`src/rtl/cfgm_pkg.sv`:
```
package cfgm_pkg;
    localparam int BYTE_W = 8;
    localparam int BIT_CNT_W = $clog2(BYTE_W);

    typedef enum logic [2:0] {
        ST_IDLE,
        ST_CLEAR,
        ST_SETTLE,
        ST_CHECK,
        ST_FETCH,
        ST_SHIFT,
        ST_POST
    } cfgm_state_e;
endpackage

```
`src/rtl/cfgm_div.sv`:
```
module cfgm_div #(
    parameter int DIV = 4
) (
    input  logic clk,
    input  logic rst_n,
    input  logic en,
    output logic tick
);
    localparam int DW = (DIV > 1) ? $clog2(DIV) : 1;
    localparam logic [DW-1:0] RELOAD = DW'(DIV - 1);

    logic [DW-1:0] cnt_d, cnt_q;

    always_comb begin
        if (!en || cnt_q == '0) cnt_d = RELOAD;
        else                    cnt_d = cnt_q - 1'b1;
    end

    always_ff @(posedge clk or negedge rst_n) begin
        if (!rst_n) cnt_q <= RELOAD;
        else        cnt_q <= cnt_d;
    end

    assign tick = en && (cnt_q == '0);

    generate
        if (DIV > 1) begin : g_gap
            AST_TICK_GAP: assert property (@(posedge clk) disable iff (!rst_n)
                tick |=> !tick);
        end
    endgenerate
endmodule

```
`src/rtl/cfgm_timeout.sv`:
```
module cfgm_timeout #(
    parameter int LIMIT = 1000
) (
    input  logic clk,
    input  logic rst_n,
    input  logic reload,
    input  logic en,
    output logic expired
);
    localparam int TW = $clog2(LIMIT + 1);
    localparam logic [TW-1:0] FULL = TW'(LIMIT);

    logic [TW-1:0] cnt_d, cnt_q;

    always_comb begin
        cnt_d = cnt_q;
        if (reload)                cnt_d = FULL;
        else if (en && cnt_q != '0) cnt_d = cnt_q - 1'b1;
    end

    always_ff @(posedge clk or negedge rst_n) begin
        if (!rst_n) cnt_q <= FULL;
        else        cnt_q <= cnt_d;
    end

    assign expired = (cnt_q == '0);

    AST_TMR_BOUND: assert property (@(posedge clk) disable iff (!rst_n)
        cnt_q <= FULL);
    AST_TMR_FRESH: assert property (@(posedge clk) disable iff (!rst_n)
        reload |=> !expired);
endmodule

```
`src/rtl/cfg_serial_master.sv`:
```
module cfg_serial_master
    import cfgm_pkg::*;
#(
    parameter int DIV_HALF    = 4,
    parameter int TIMEOUT_CYC = 1_000_000,
    parameter int CNT_W       = 16
) (
    input  logic             clk,
    input  logic             rst_n,
    input  logic             start,
    input  logic [CNT_W-1:0] byte_total,
    input  logic             s_valid,
    input  logic [7:0]       s_data,
    output logic             s_ready,
    output logic             prog_n,
    output logic             cclk,
    output logic             din,
    input  logic             init_n,
    input  logic             done_pin,
    output logic             busy,
    output logic             done_ok,
    output logic             err_timeout,
    output logic             err_crc
);
    typedef struct packed {
        cfgm_state_e          st;
        logic                 prog_n;
        logic                 cclk;
        logic                 din;
        logic [BYTE_W-1:0]    shreg;
        logic [BIT_CNT_W-1:0] bitcnt;
        logic [CNT_W-1:0]     left;
        logic                 ok;
        logic                 tmo;
        logic                 crc;
    } regs_t;

    localparam regs_t RST_VAL = '{ST_IDLE, 1'b1, 1'b1, 1'b1, '0, '0, '0,
                                  1'b0, 1'b0, 1'b0};
    localparam logic [BIT_CNT_W-1:0] LAST_BIT = BIT_CNT_W'(BYTE_W - 1);

    regs_t q, d;
    logic  tick, tick_en;
    logic  tmr_reload, tmr_en, expired;

    assign tick_en = (q.st == ST_SHIFT) || (q.st == ST_POST);
    assign tmr_en  = (q.st == ST_CLEAR) || (q.st == ST_SETTLE) || (q.st == ST_POST);

    cfgm_div #(.DIV(DIV_HALF)) u_div (
        .clk   (clk),
        .rst_n (rst_n),
        .en    (tick_en),
        .tick  (tick)
    );

    cfgm_timeout #(.LIMIT(TIMEOUT_CYC)) u_tmo (
        .clk     (clk),
        .rst_n   (rst_n),
        .reload  (tmr_reload),
        .en      (tmr_en),
        .expired (expired)
    );

    always_comb begin
        d = q;
        tmr_reload = 1'b0;
        case (q.st)
            ST_IDLE: begin
                if (start) begin
                    d.st     = ST_CLEAR;
                    d.prog_n = 1'b0;
                    d.cclk   = 1'b1;
                    d.din    = 1'b1;
                    d.left   = byte_total;
                    d.ok     = 1'b0;
                    d.tmo    = 1'b0;
                    d.crc    = 1'b0;
                    tmr_reload = 1'b1;
                end
            end
            ST_CLEAR: begin
                if (!init_n) begin
                    d.prog_n = 1'b1;
                    d.st     = ST_SETTLE;
                    tmr_reload = 1'b1;
                end else if (expired) begin
                    d.prog_n = 1'b1;
                    d.tmo    = 1'b1;
                    d.st     = ST_IDLE;
                end
            end
            ST_SETTLE: begin
                if (init_n) begin
                    if (q.left == '0) begin
                        d.st  = ST_POST;
                        d.din = 1'b1;
                        tmr_reload = 1'b1;
                    end else begin
                        d.st = ST_CHECK;
                    end
                end else if (expired) begin
                    d.tmo = 1'b1;
                    d.st  = ST_IDLE;
                end
            end
            ST_CHECK: begin
                if (!init_n && !done_pin) begin
                    d.crc = 1'b1;
                    d.st  = ST_IDLE;
                end else begin
                    d.st = ST_FETCH;
                end
            end
            ST_FETCH: begin
                if (s_valid) begin
                    d.shreg  = s_data;
                    d.bitcnt = '0;
                    d.st     = ST_SHIFT;
                end
            end
            ST_SHIFT: begin
                if (tick) begin
                    if (q.cclk) begin
                        d.cclk = 1'b0;
                        d.din  = q.shreg[BYTE_W-1];
                    end else begin
                        d.cclk   = 1'b1;
                        d.shreg  = {q.shreg[BYTE_W-2:0], 1'b0};
                        d.bitcnt = q.bitcnt + 1'b1;
                        if (q.bitcnt == LAST_BIT) begin
                            d.left = q.left - 1'b1;
                            if (q.left == CNT_W'(1)) begin
                                d.st = ST_POST;
                                tmr_reload = 1'b1;
                            end else begin
                                d.st = ST_CHECK;
                            end
                        end
                    end
                end
            end
            ST_POST: begin
                if (done_pin) begin
                    d.ok   = 1'b1;
                    d.cclk = 1'b1;
                    d.st   = ST_IDLE;
                end else if (expired) begin
                    d.tmo  = 1'b1;
                    d.cclk = 1'b1;
                    d.st   = ST_IDLE;
                end else if (tick) begin
                    d.cclk = !q.cclk;
                    if (q.cclk) d.din = 1'b1;
                end
            end
            default: d = RST_VAL;
        endcase
    end

    always_ff @(posedge clk or negedge rst_n) begin
        if (!rst_n) q <= RST_VAL;
        else        q <= d;
    end

    assign s_ready     = (q.st == ST_FETCH);
    assign prog_n      = q.prog_n;
    assign cclk        = q.cclk;
    assign din         = q.din;
    assign busy        = (q.st != ST_IDLE);
    assign done_ok     = q.ok;
    assign err_timeout = q.tmo;
    assign err_crc     = q.crc;

    AST_STATUS_ONEHOT: assert property (@(posedge clk) disable iff (!rst_n)
        $onehot0({done_ok, err_timeout, err_crc}));
    AST_BUSY_CLEAN: assert property (@(posedge clk) disable iff (!rst_n)
        busy |-> !(done_ok || err_timeout || err_crc));
    AST_PROG_RELEASE: assert property (@(posedge clk) disable iff (!rst_n)
        ($rose(prog_n) && busy) |-> !$past(init_n));
    AST_READY_IN_LOAD: assert property (@(posedge clk) disable iff (!rst_n)
        s_ready |-> (busy && prog_n));
    AST_DIN_AT_RISE: assert property (@(posedge clk) disable iff (!rst_n)
        $rose(cclk) |-> $stable(din));
    AST_CCLK_QUIET: assert property (@(posedge clk) disable iff (!rst_n)
        (!busy && !$past(busy)) |-> $stable(cclk));
endmodule

```
`config.mk`:
```
export PLATFORM = sky130hd
export DESIGN_NAME = cfg_serial_master
export DESIGN_NICKNAME = d
export VERILOG_FILES = /design/src/rtl/cfgm_pkg.sv /design/src/rtl/cfgm_div.sv /design/src/rtl/cfgm_timeout.sv /design/src/rtl/cfg_serial_master.sv
export SDC_FILE = /design/constraint.sdc
export NUM_CORES = 1
export LEC_CHECK = 0
export ABC_AREA = 1
export BUFFER_PORTS_ARGS = -buffer_cell sky130_fd_sc_hd__buf_2
export CAP_MARGIN = 20
export CORE_UTILIZATION = 51
export CTS_CLUSTER_DIAMETER = 80
export DETAILED_ROUTE_END_ITERATION = 10
export PLACE_DENSITY = 0.81
export SLEW_MARGIN = 25
export SYNTH_ARGS = -nofsm -noshare
export SYNTH_HDL_FRONTEND = slang
export SYNTH_HIERARCHICAL = 1
export SYNTH_SLANG_ARGS = --single-unit
```
`constraint.sdc`:
```
create_clock -name clk -period 3.1 [get_ports clk]
set_input_delay 0 -clock clk [delete_from_list [all_inputs] [get_ports clk]]
set_output_delay 0 -clock clk [all_outputs]
set_load 0.005 [all_outputs]
```
---- Word level (Yosys, flattened, before mapping) ----
Cells that the tools add are included.
word-level totals
  register bits ........................... 58
  output and inout bits ................... 8
  word-level logic and storage cells ...... 140
cells by class
  $add $sub $neg .......................... 4
  eq/ne operators ......................... 26
  muxes and demuxes ....................... 55
  bitwise logic cells ..................... 8
  reduce and logical (&&, ||, !) cells .... 35
operators with widths
  operator                                              count
  one-hot mux 16 bit (3 select lines)                   1
  2-to-1 mux 20 bit                                     2
  one-hot mux 11 bit (3 select lines)                   1
  2-to-1 mux 3 bit                                      10
  2-to-1 mux 29 bit                                     1
  != test 2 bit, second input constant                  14
  2-to-1 mux 27 bit                                     1
  OR reduction 5 bit                                    5
  2-to-1 mux 1 bit                                      23
  one-hot mux 3 bit (7 select lines)                    1
  zero test 20 bit                                      1
  nonzero test 20 bit                                   1
  subtractor 20 x 1 -> 20 bit, second input constant    1
  2-to-1 mux 19 bit                                     1
  equality test 16 x 1 -> 1 bit, second input constant  1
  zero test 16 bit                                      1
  2-to-1 mux 16 bit                                     1
  subtractor 16 x 1 -> 16 bit, second input constant    1
  equality test 3 bit, second input constant            4
  2-to-1 mux 11 bit                                     1
  one-hot mux 1 bit (5 select lines)                    2
  AND reduction 10 bit                                  1
  AND reduction 5 bit                                   2
  one-hot mux 1 bit (3 select lines)                    3
  24 further kinds                                      48

---- Logic depth before layout (Yosys ltp) ----
Gate-level depths: netlist of the first run.
  depth after elaboration ................. 7
  mapped depth ............................ 17
  gate-level depth less buffers ........... 15

---- Modules after synthesis ----
The synthesis of the first run kept the hierarchy.
by module, submodules not included
  module             instances  cells each  area an instance (sq um)
  cfg_serial_master  1          391         2529.9
  cfgm_timeout       1          221         1473.9
  cfgm_div           1          10          93.8

---- Worst setup path before layout of the first run ----
Ideal clock, no wire load.
  path kind ............................... register to register
  start point ............................. register q[35] in the netlist's numbering
  end point ............................... register u_tmo.cnt_q[13]
  data arrival time ....................... 2.276 ns
  data required time ...................... 2.983 ns
  setup slack ............................. 0.708 ns
  stages on the path, launching flop included .. 17
  buffers on the path ..................... 4
  period minus slack after synthesis ...... 2.392 ns
  path through ............................ dfrtp_1 buf_2 nand3_1 nand2_1 nand2_1 inv_1 inv_1 nor2_1 inv_1 nor3_1 or2_2 buf_2 inv_1 buf_2 buf_2 nand3_1 nand2_1
between the ends
  word-level cells in the longest chain between the ends .. 6
ends and longest elaborated chain
  what                                                            RTL line                  RTL
  start: declaration                                              cfg_serial_master.sv:42   regs_t q, d;
  start signal: assignment                                        cfg_serial_master.sv:161  if (!rst_n) q <= RST_VAL;
  start signal: assignment                                        cfg_serial_master.sv:162  else q <= d;
  equality test 3 bit                                             cfg_serial_master.sv:46   assign tick_en = (q.st == ST_SHIFT) || (q.st == ST_POST);
  logical OR 1 bit *                                              cfg_serial_master.sv:46
  named net tick_en                                               cfg_serial_master.sv:43   logic tick, tick_en;
  logical AND 1 bit *                                             cfgm_div.sv:24            assign tick = en && (cnt_q == '0);
  named net tick                                                  cfg_serial_master.sv:43
  2-to-1 mux 1 bit *                                              cfg_serial_master.sv:122  if (tick) begin
  one-hot mux 1 bit (4 select lines) *                            cfg_serial_master.sv:67   case (q.st)
  named net tmr_reload                                            cfg_serial_master.sv:44   logic tmr_reload, tmr_en, expired;
  2-to-1 mux 20 bit / nonzero test 2 bit (equally long branches)  -
  end signal: assignment                                          cfgm_timeout.sv:23        else cnt_q <= cnt_d;
  end: declaration                                                cfgm_timeout.sv:13        logic [TW-1:0] cnt_d, cnt_q;
Mark *: on every way through the listed nets, which the timed path passes. The rest lies on a longest branch.
A chain may end at the register's enable or synchronous reset.

---- Worst setup path after layout of the first run ----
  start point ............................. register q[33] in the netlist's numbering
  end point ............................... register u_tmo.cnt_q[7]
The elaborated chain is that of the path after synthesis.

==> flow_metrics.tcl, run 1 <==
set metrics [dict create \
    worstPathRequired_ns 3.33 \
    grt.total_usage_pct 27.13 \
    dp_hpwl_um 7329 \
    ios 38 \
    cts_made_buffers 9 \
    syn_area_mm2 0.004098 \
    rsz0062_at_grt "false" \
    grt_pass1_vias 3996 \
    cts_buffer_depth 2 \
    totalNegativeSetupSlack_ns 0 \
    syn-num-nets 660 \
    drtAntennaViolNets 0 \
    start_kind "flip-flop" \
    final_hold_viol_count 0 \
    syn_to_final_growth_pct 18.53 \
    viasPerCell 5.382 \
    synthTopCellsByArea "dfrtp_1 (28%), nand2_1 (18%), nor2_1 (9.6%)" \
    row_count 32 \
    antenna_cells 0 \
    finalSetupViolCount 0 \
    postPlaceCellArea_mm2 0.004369 \
    avgSynthCellArea_um2 6.588 \
    finalInstanceArea_mm2 0.004857 \
    grt_max_degree 38 \
    crit_arrival_ns 2.97 \
    die_area_mm2 0.008397 \
    cts_max_level 3 \
    fp.dieW_um 91.64 \
    gp_congestion 0.9415 \
    slew_viol_final 0 \
    vias 4268 \
    drc 0 \
    start_util_pct 52.75 \
    crit_path_end_kind "flip-flop" \
    fin_crit_sh_pct 88.31 \
    cap_violations 0 \
    synth_seq_cells 58 \
    synth_top_area_share_pct 28.09 \
    post-place-ws_ns 0.2992 \
    tritoncts "built" \
    critPathKind "reg2reg" \
    clock-sinks 58 \
    clk_pin_slew_ns 0.07 \
    fillers 704 \
    status "finished clean" \
    slew_headroom_pct 41.79 \
    wl_per_cell_um 13.06 \
    postSynthCellCount 622 \
    power_mw 4.758 \
    ir_worst_vdd_uv 451.0 \
    io_buffer_count 37 \
    clock_skew_ns 0.006572 \
    fmaxAchievable_mhz 365.3 \
    chipHeight_um 91.64 \
    critPathMaxFanout 14 \
    root_buffer "clkbuf_8" \
    worst_slack_ns 0.3623 \
    synth-seq-area-share_pct 35.79 \
    drive_gt1_share_pct 16.64 \
    powerDensity_mw_per_mm2 979.5 \
    period_minus_slack_ns 2.738 \
    ys_warn_count 6 \
    antenna_found_initial 0 \
    drt_iter0_drc 238 \
    insertion_delay_ns 0.35 \
    grt_pass1_wl_um 18010 \
    finalWirelength_um 10360 \
    first_pass_iters 5 \
    hold_path_class "in2reg" \
    yosys.area.top_type "dfrtp_1" \
    synth.distinct_cells 34 \
    leakagePower_nw 2.598 \
    grt_overflow_total 0 \
    core_mm2 0.007767 \
    nNetsFinal 724 \
    hold_slack_ns 0.01171 \
    tightest_slew_ns 0.8732 \
]
## worst max-delay path: stages, from the launching register on
cell,delay [ns]
dfrtp_1,0.44
inv_2,0.13
nand3_1,0.15
nand2_1,0.17
nand2_1,0.07
inv_1,0.10
inv_1,0.06
nor2_1,0.21
inv_1,0.09
nor3_1,0.19
or2_2,0.30
clkinvlp_4,0.28
buf_4,0.26
nand3_1,0.10
nand2_1,0.06
## power breakdown
part	total (mW)	switching [mW]	leakage, nW	internal, mW
clock network	0.893	0.318	0.129	0.575
registers	1.39	0.301	0.735	1.09
logic	2.47	1.63	1.73	0.836
total	4.76	2.25	2.60	2.50
## cell usage in the layout (no fill, tap or decap), drive strengths merged, types with 2 or more instances in the layout
master and instances:
nand2 209, nor2 117, nand3 73, inv 60, buf 48, dfrtp 46
o21ai 33, dlygate4sd3 20, a21oi 13, dfstp 12, clkbuf 11, nand4 9
ha 8, a22o 6, nor3 6, xor2 4, bufinv 3, nand3b 3
clkinv 3, or2 2
## final cells by class
cell class	instances	area (µm²)	share of cell area (%)
tap	102	127.6	2.628
timing repair buffer	68	467.9	9.634
clock inverter	5	100.1	2.061
inverter	62	236.5	4.869
multi-input combinational	487	2306	47.48
clock buffer	11	151.4	3.117
sequential	58	1468	30.22
## timing repair
action,CTS,global route
endpoints found under the setup margin,0,20
hold endpoints to repair,46,0
setup buffers,0,3
hold buffers,20,0
resized for setup,0,3
## cells in the mapped netlist (all sizes together)
library cell and count:
a21oi 13, a31oi 1, clkinv 1, a22o 6, nand4 9, buf 15
nor3 6, o21ai 33, nand2 209, nor3b 1, xnor2 1, ha 8
nand3 73, inv 61, nand3b 3, dfrtp 46, or2 2, nor2 117
xor2 4, dfstp 12, o31ai 1
## final timing paths
kind	from	to	slack [ns]	depth (start not counted)
setup reg to reg	q[33]$_DFFE_PN0P_	u_tmo/cnt_q[7]$_DFFE_PN0P_	0.36	14
setup / recovery	q[33]$_DFFE_PN0P_	u_tmo/cnt_q[7]$_DFFE_PN0P_	0.36	14
hold / removal	byte_total[14]	q[17]$_DFFE_PN0P_	0.01	5
max in group asynchronous	rst_n	u_div/cnt_q[0]$_DFF_PN1_	1.91	3
hold reg to reg	din$_DFFE_PN1P_	din$_DFFE_PN1P_	0.47	2
min in group asynchronous	rst_n	q[16]$_DFFE_PN0P_	0.31	2
## sequential cells by signal (all words and copies together) (netlist names)
name	cells
q	30
u_tmo/cnt_q	20
u_div/cnt_q	2
cclk	1
din	1
done_ok	1
err_crc	1
err_timeout	1
prog_n	1
## layer usage
| layer | vias to the layer above | track usage (%) | part of all wire (%) |
|---|---|---|---|
| li1 | 2109 | - | - |
| met1 | 1989 | 36.40 | 45 |
| met2 | 150 | 43.80 | 47 |
| met3 | 20 | 4.892 | 6.2 |
| met4 | 0 | 10.05 | 1.8 |
| met5 | - | 0 | 0 |
## kinds of logic after synthesis
group / after synthesis / synth area share [%]
XOR/XNOR: 5 / 1.069
buffers and inverters: 77 / 8.152
AO/OA/AOI/OAI: 54 / 7.512
AND/OR/NAND/NOR: 420 / 45.04
flip-flops: 58 / 35.79
adder cells (fa/ha/maj): 8 / 2.443
## through the flow
step                std cells  utilization (%)
floorplan                 622                -
global placement          754            56.25
detailed placement        754            56.25
CTS                       790            62.07
global route              793            62.53
finish                    793            62.53
(Power assumes the default switching activity.)
==> inputs of run 2 (changes only) <==
--- a/config.mk
+++ b/config.mk
@@ -12,6 +12,7 @@
 export CTS_CLUSTER_DIAMETER = 80
 export DETAILED_ROUTE_END_ITERATION = 10
 export PLACE_DENSITY = 0.81
+export RECOVER_POWER = 100
 export SLEW_MARGIN = 25
 export SYNTH_ARGS = -nofsm -noshare
 export SYNTH_HDL_FRONTEND = slang
==> flow_metrics.tcl, run 2 (synthesis gave the netlist of run 1 again) <==
set metrics [dict create \
    status "finished with violations" \
    violations "capacitance limit, slew limit" \
    fin_crit_sh_pct 87.56 \
    root_buffer "clkbuf_8" \
    totalNegativeSetupSlack_ns 0 \
    critPathMaxFanout 14 \
    antenna_cells 0 \
    clock-sinks 58 \
    slew_headroom_pct -39.48 \
    cts_buffer_depth 2 \
    start_util_pct 52.75 \
    largest-register "q" \
    final_hold_viol_count 0 \
    largestRegisters "q: 30 flops, u_tmo/cnt_q: 20 flops, u_div/cnt_q: 2 flops" \
    fmaxAchievable_mhz 368.4 \
    cts_made_buffers 9 \
    drtAntennaViolNets 0 \
    cap_violations 1 \
    row_count 32 \
    worstPathRequired_ns 3.33 \
    tritoncts "built" \
    dr_wl_met3_um 670 \
    clk_pin_slew_ns 0.07 \
    wl_met1_um 4618 \
    final_cell_count_no_fill 793 \
    io_buffer_count 37 \
    insertion_delay_ns 0.35 \
    core_mm2 0.007767 \
    highest_layer "met4" \
    ios 38 \
    chipHeight_um 91.64 \
    rsz0062_at_grt "false" \
    syn_to_final_growth_pct 16.82 \
    grt_pass1_wl_um 18010 \
    cts_max_level 3 \
    hold_path_class "in2reg" \
    gp_congestion 0.9415 \
    vias 4189 \
    first_pass_iters 5 \
    finalInstanceArea_mm2 0.004787 \
    finalWirelength_um 10330 \
    drc 0 \
    grt_max_degree 38 \
    crit_path_end_kind "flip-flop" \
    critPathKind "reg2reg" \
    clock_skew_ns 0.008124 \
    largest_register_ffs 30 \
    dr_wl_met2_um 4844 \
    powerDensity_mw_per_mm2 974.5 \
    start_kind "flip-flop" \
    fp.dieW_um 91.64 \
    finalCoreUtilization_pct 61.63 \
    grt_overflow_total 0 \
    crit_arrival_ns 2.95 \
    dp_hpwl_um 7329 \
    placed_cells 754 \
    mostFrequentLayoutCells "nand2_1 (198), nor2_1 (108), nand3_1 (72)" \
    fillers 726 \
    grt_pass1_vias 3996 \
    crit_path_max_incr_delay_ns 0.44 \
    antenna_found_initial 0 \
    hold_slack_ns 0.009064 \
    slew_viol_final 38 \
    drt_iter0_drc 273 \
    path_cells "inv_2, nand3_1, nand2_1, nand2_1, inv_1, inv_1, nor2_1, inv_1, nor3_1, or2_2, clkinvlp_4, clkbuf_2, nand3_1, nand2_1" \
    nNetsFinal 724 \
    critPathSlowestCell "dfrtp_1" \
    period_minus_slack_ns 2.714 \
    layout.cells.most_common "nand2_1" \
    tightest_slew_ns 2.092 \
    finalSetupViolCount 0 \
    ir_worst_vdd_uv 449.7 \
    drive_gt1_share_pct 13.89 \
    grt.total_usage_pct 27.13 \
    die_area_mm2 0.008397 \
    postPlaceCellArea_mm2 0.004369 \
    leakagePower_nw 2.556 \
    wl_per_cell_um 13.03 \
    viasPerCell 5.282 \
]
run 2: cell count changes in the layout (fill, tap and decap cells not counted), moves of 2 or more:
cell,delta
buf_2,-3
buf_4,-7
clkbuf_1,+8
clkbuf_2,+2
dfstp_1,+3
dfstp_2,-3
nand3_1,+2
nor2_1,+3
nor2_2,-2
run 2: area by class of cell:
class	count	area [µm²]	share of cell area, %
clock buffer	11	151.4	3.163
clock inverter	5	100.1	2.091
inverter	62	236.5	4.940
timing repair buffer	68	440.4	9.200
sequential	58	1468	30.66
multi-input combinational	487	2263	47.28
tap	102	127.6	2.666
run 2: power breakdown:
part | total [mW] | leakage, nW | switching, mW | internal, mW
registers | 1.38 | 0.733 | 0.296 | 1.09
clock network | 0.895 | 0.129 | 0.320 | 0.575
logic | 2.39 | 1.69 | 1.61 | 0.780
run 2: critical path, delay by kind of cell (launching register included):
kind                   cells  cell delay [ns]
DFF                        1             0.44
buffers and inverters      6             0.93
and+or+nand+nor            8             1.23
run 2: layer usage:
metal | vias up | GRT usage [%]
met1 | 1928 | 36.40
li1 | 2100 | -
met2 | 141 | 43.80
met3 | 20 | 4.892
met4 | 0 | 10.05
met5 | - | 0
run 2: worst paths after layout:
check	slack (ns)	startpoint	depth (start not counted)	endpoint
worst max-delay path	0.39	q[33]$_DFFE_PN0P_	14	u_tmo/cnt_q[7]$_DFFE_PN0P_
min in group asynchronous	0.79	rst_n	2	q[16]$_DFFE_PN0P_
worst min register to register	0.47	u_div/cnt_q[0]$_DFF_PN1_	1	u_div/cnt_q[0]$_DFF_PN1_
worst min-delay path	0.009	byte_total[14]	5	q[17]$_DFFE_PN0P_
max in group asynchronous	0.80	rst_n	3	q[22]$_DFFE_PN0P_
worst max register to register	0.39	q[33]$_DFFE_PN0P_	14	u_tmo/cnt_q[7]$_DFFE_PN0P_
run 2: timing repair:
| item | 4_1_cts | 5_1_grt |
|---|---|---|
| hold buffers | 20 | 0 |
| endpoints found under the hold margin | 46 | 0 |
| resized for setup | 0 | 3 |
| setup endpoints to repair | 0 | 20 |
| buffers inserted | 0 | 3 |
run 2: metrics by stage:
stage	total power, mW	setup slack (ns)
final	4.665	0.3855
after global routing	5.114	0.05627
after CTS	4.689	0.2709
after detailed placement	3.751	0.2992
after global placement	3.680	0.3720
after floorplan	3.210	0.7076
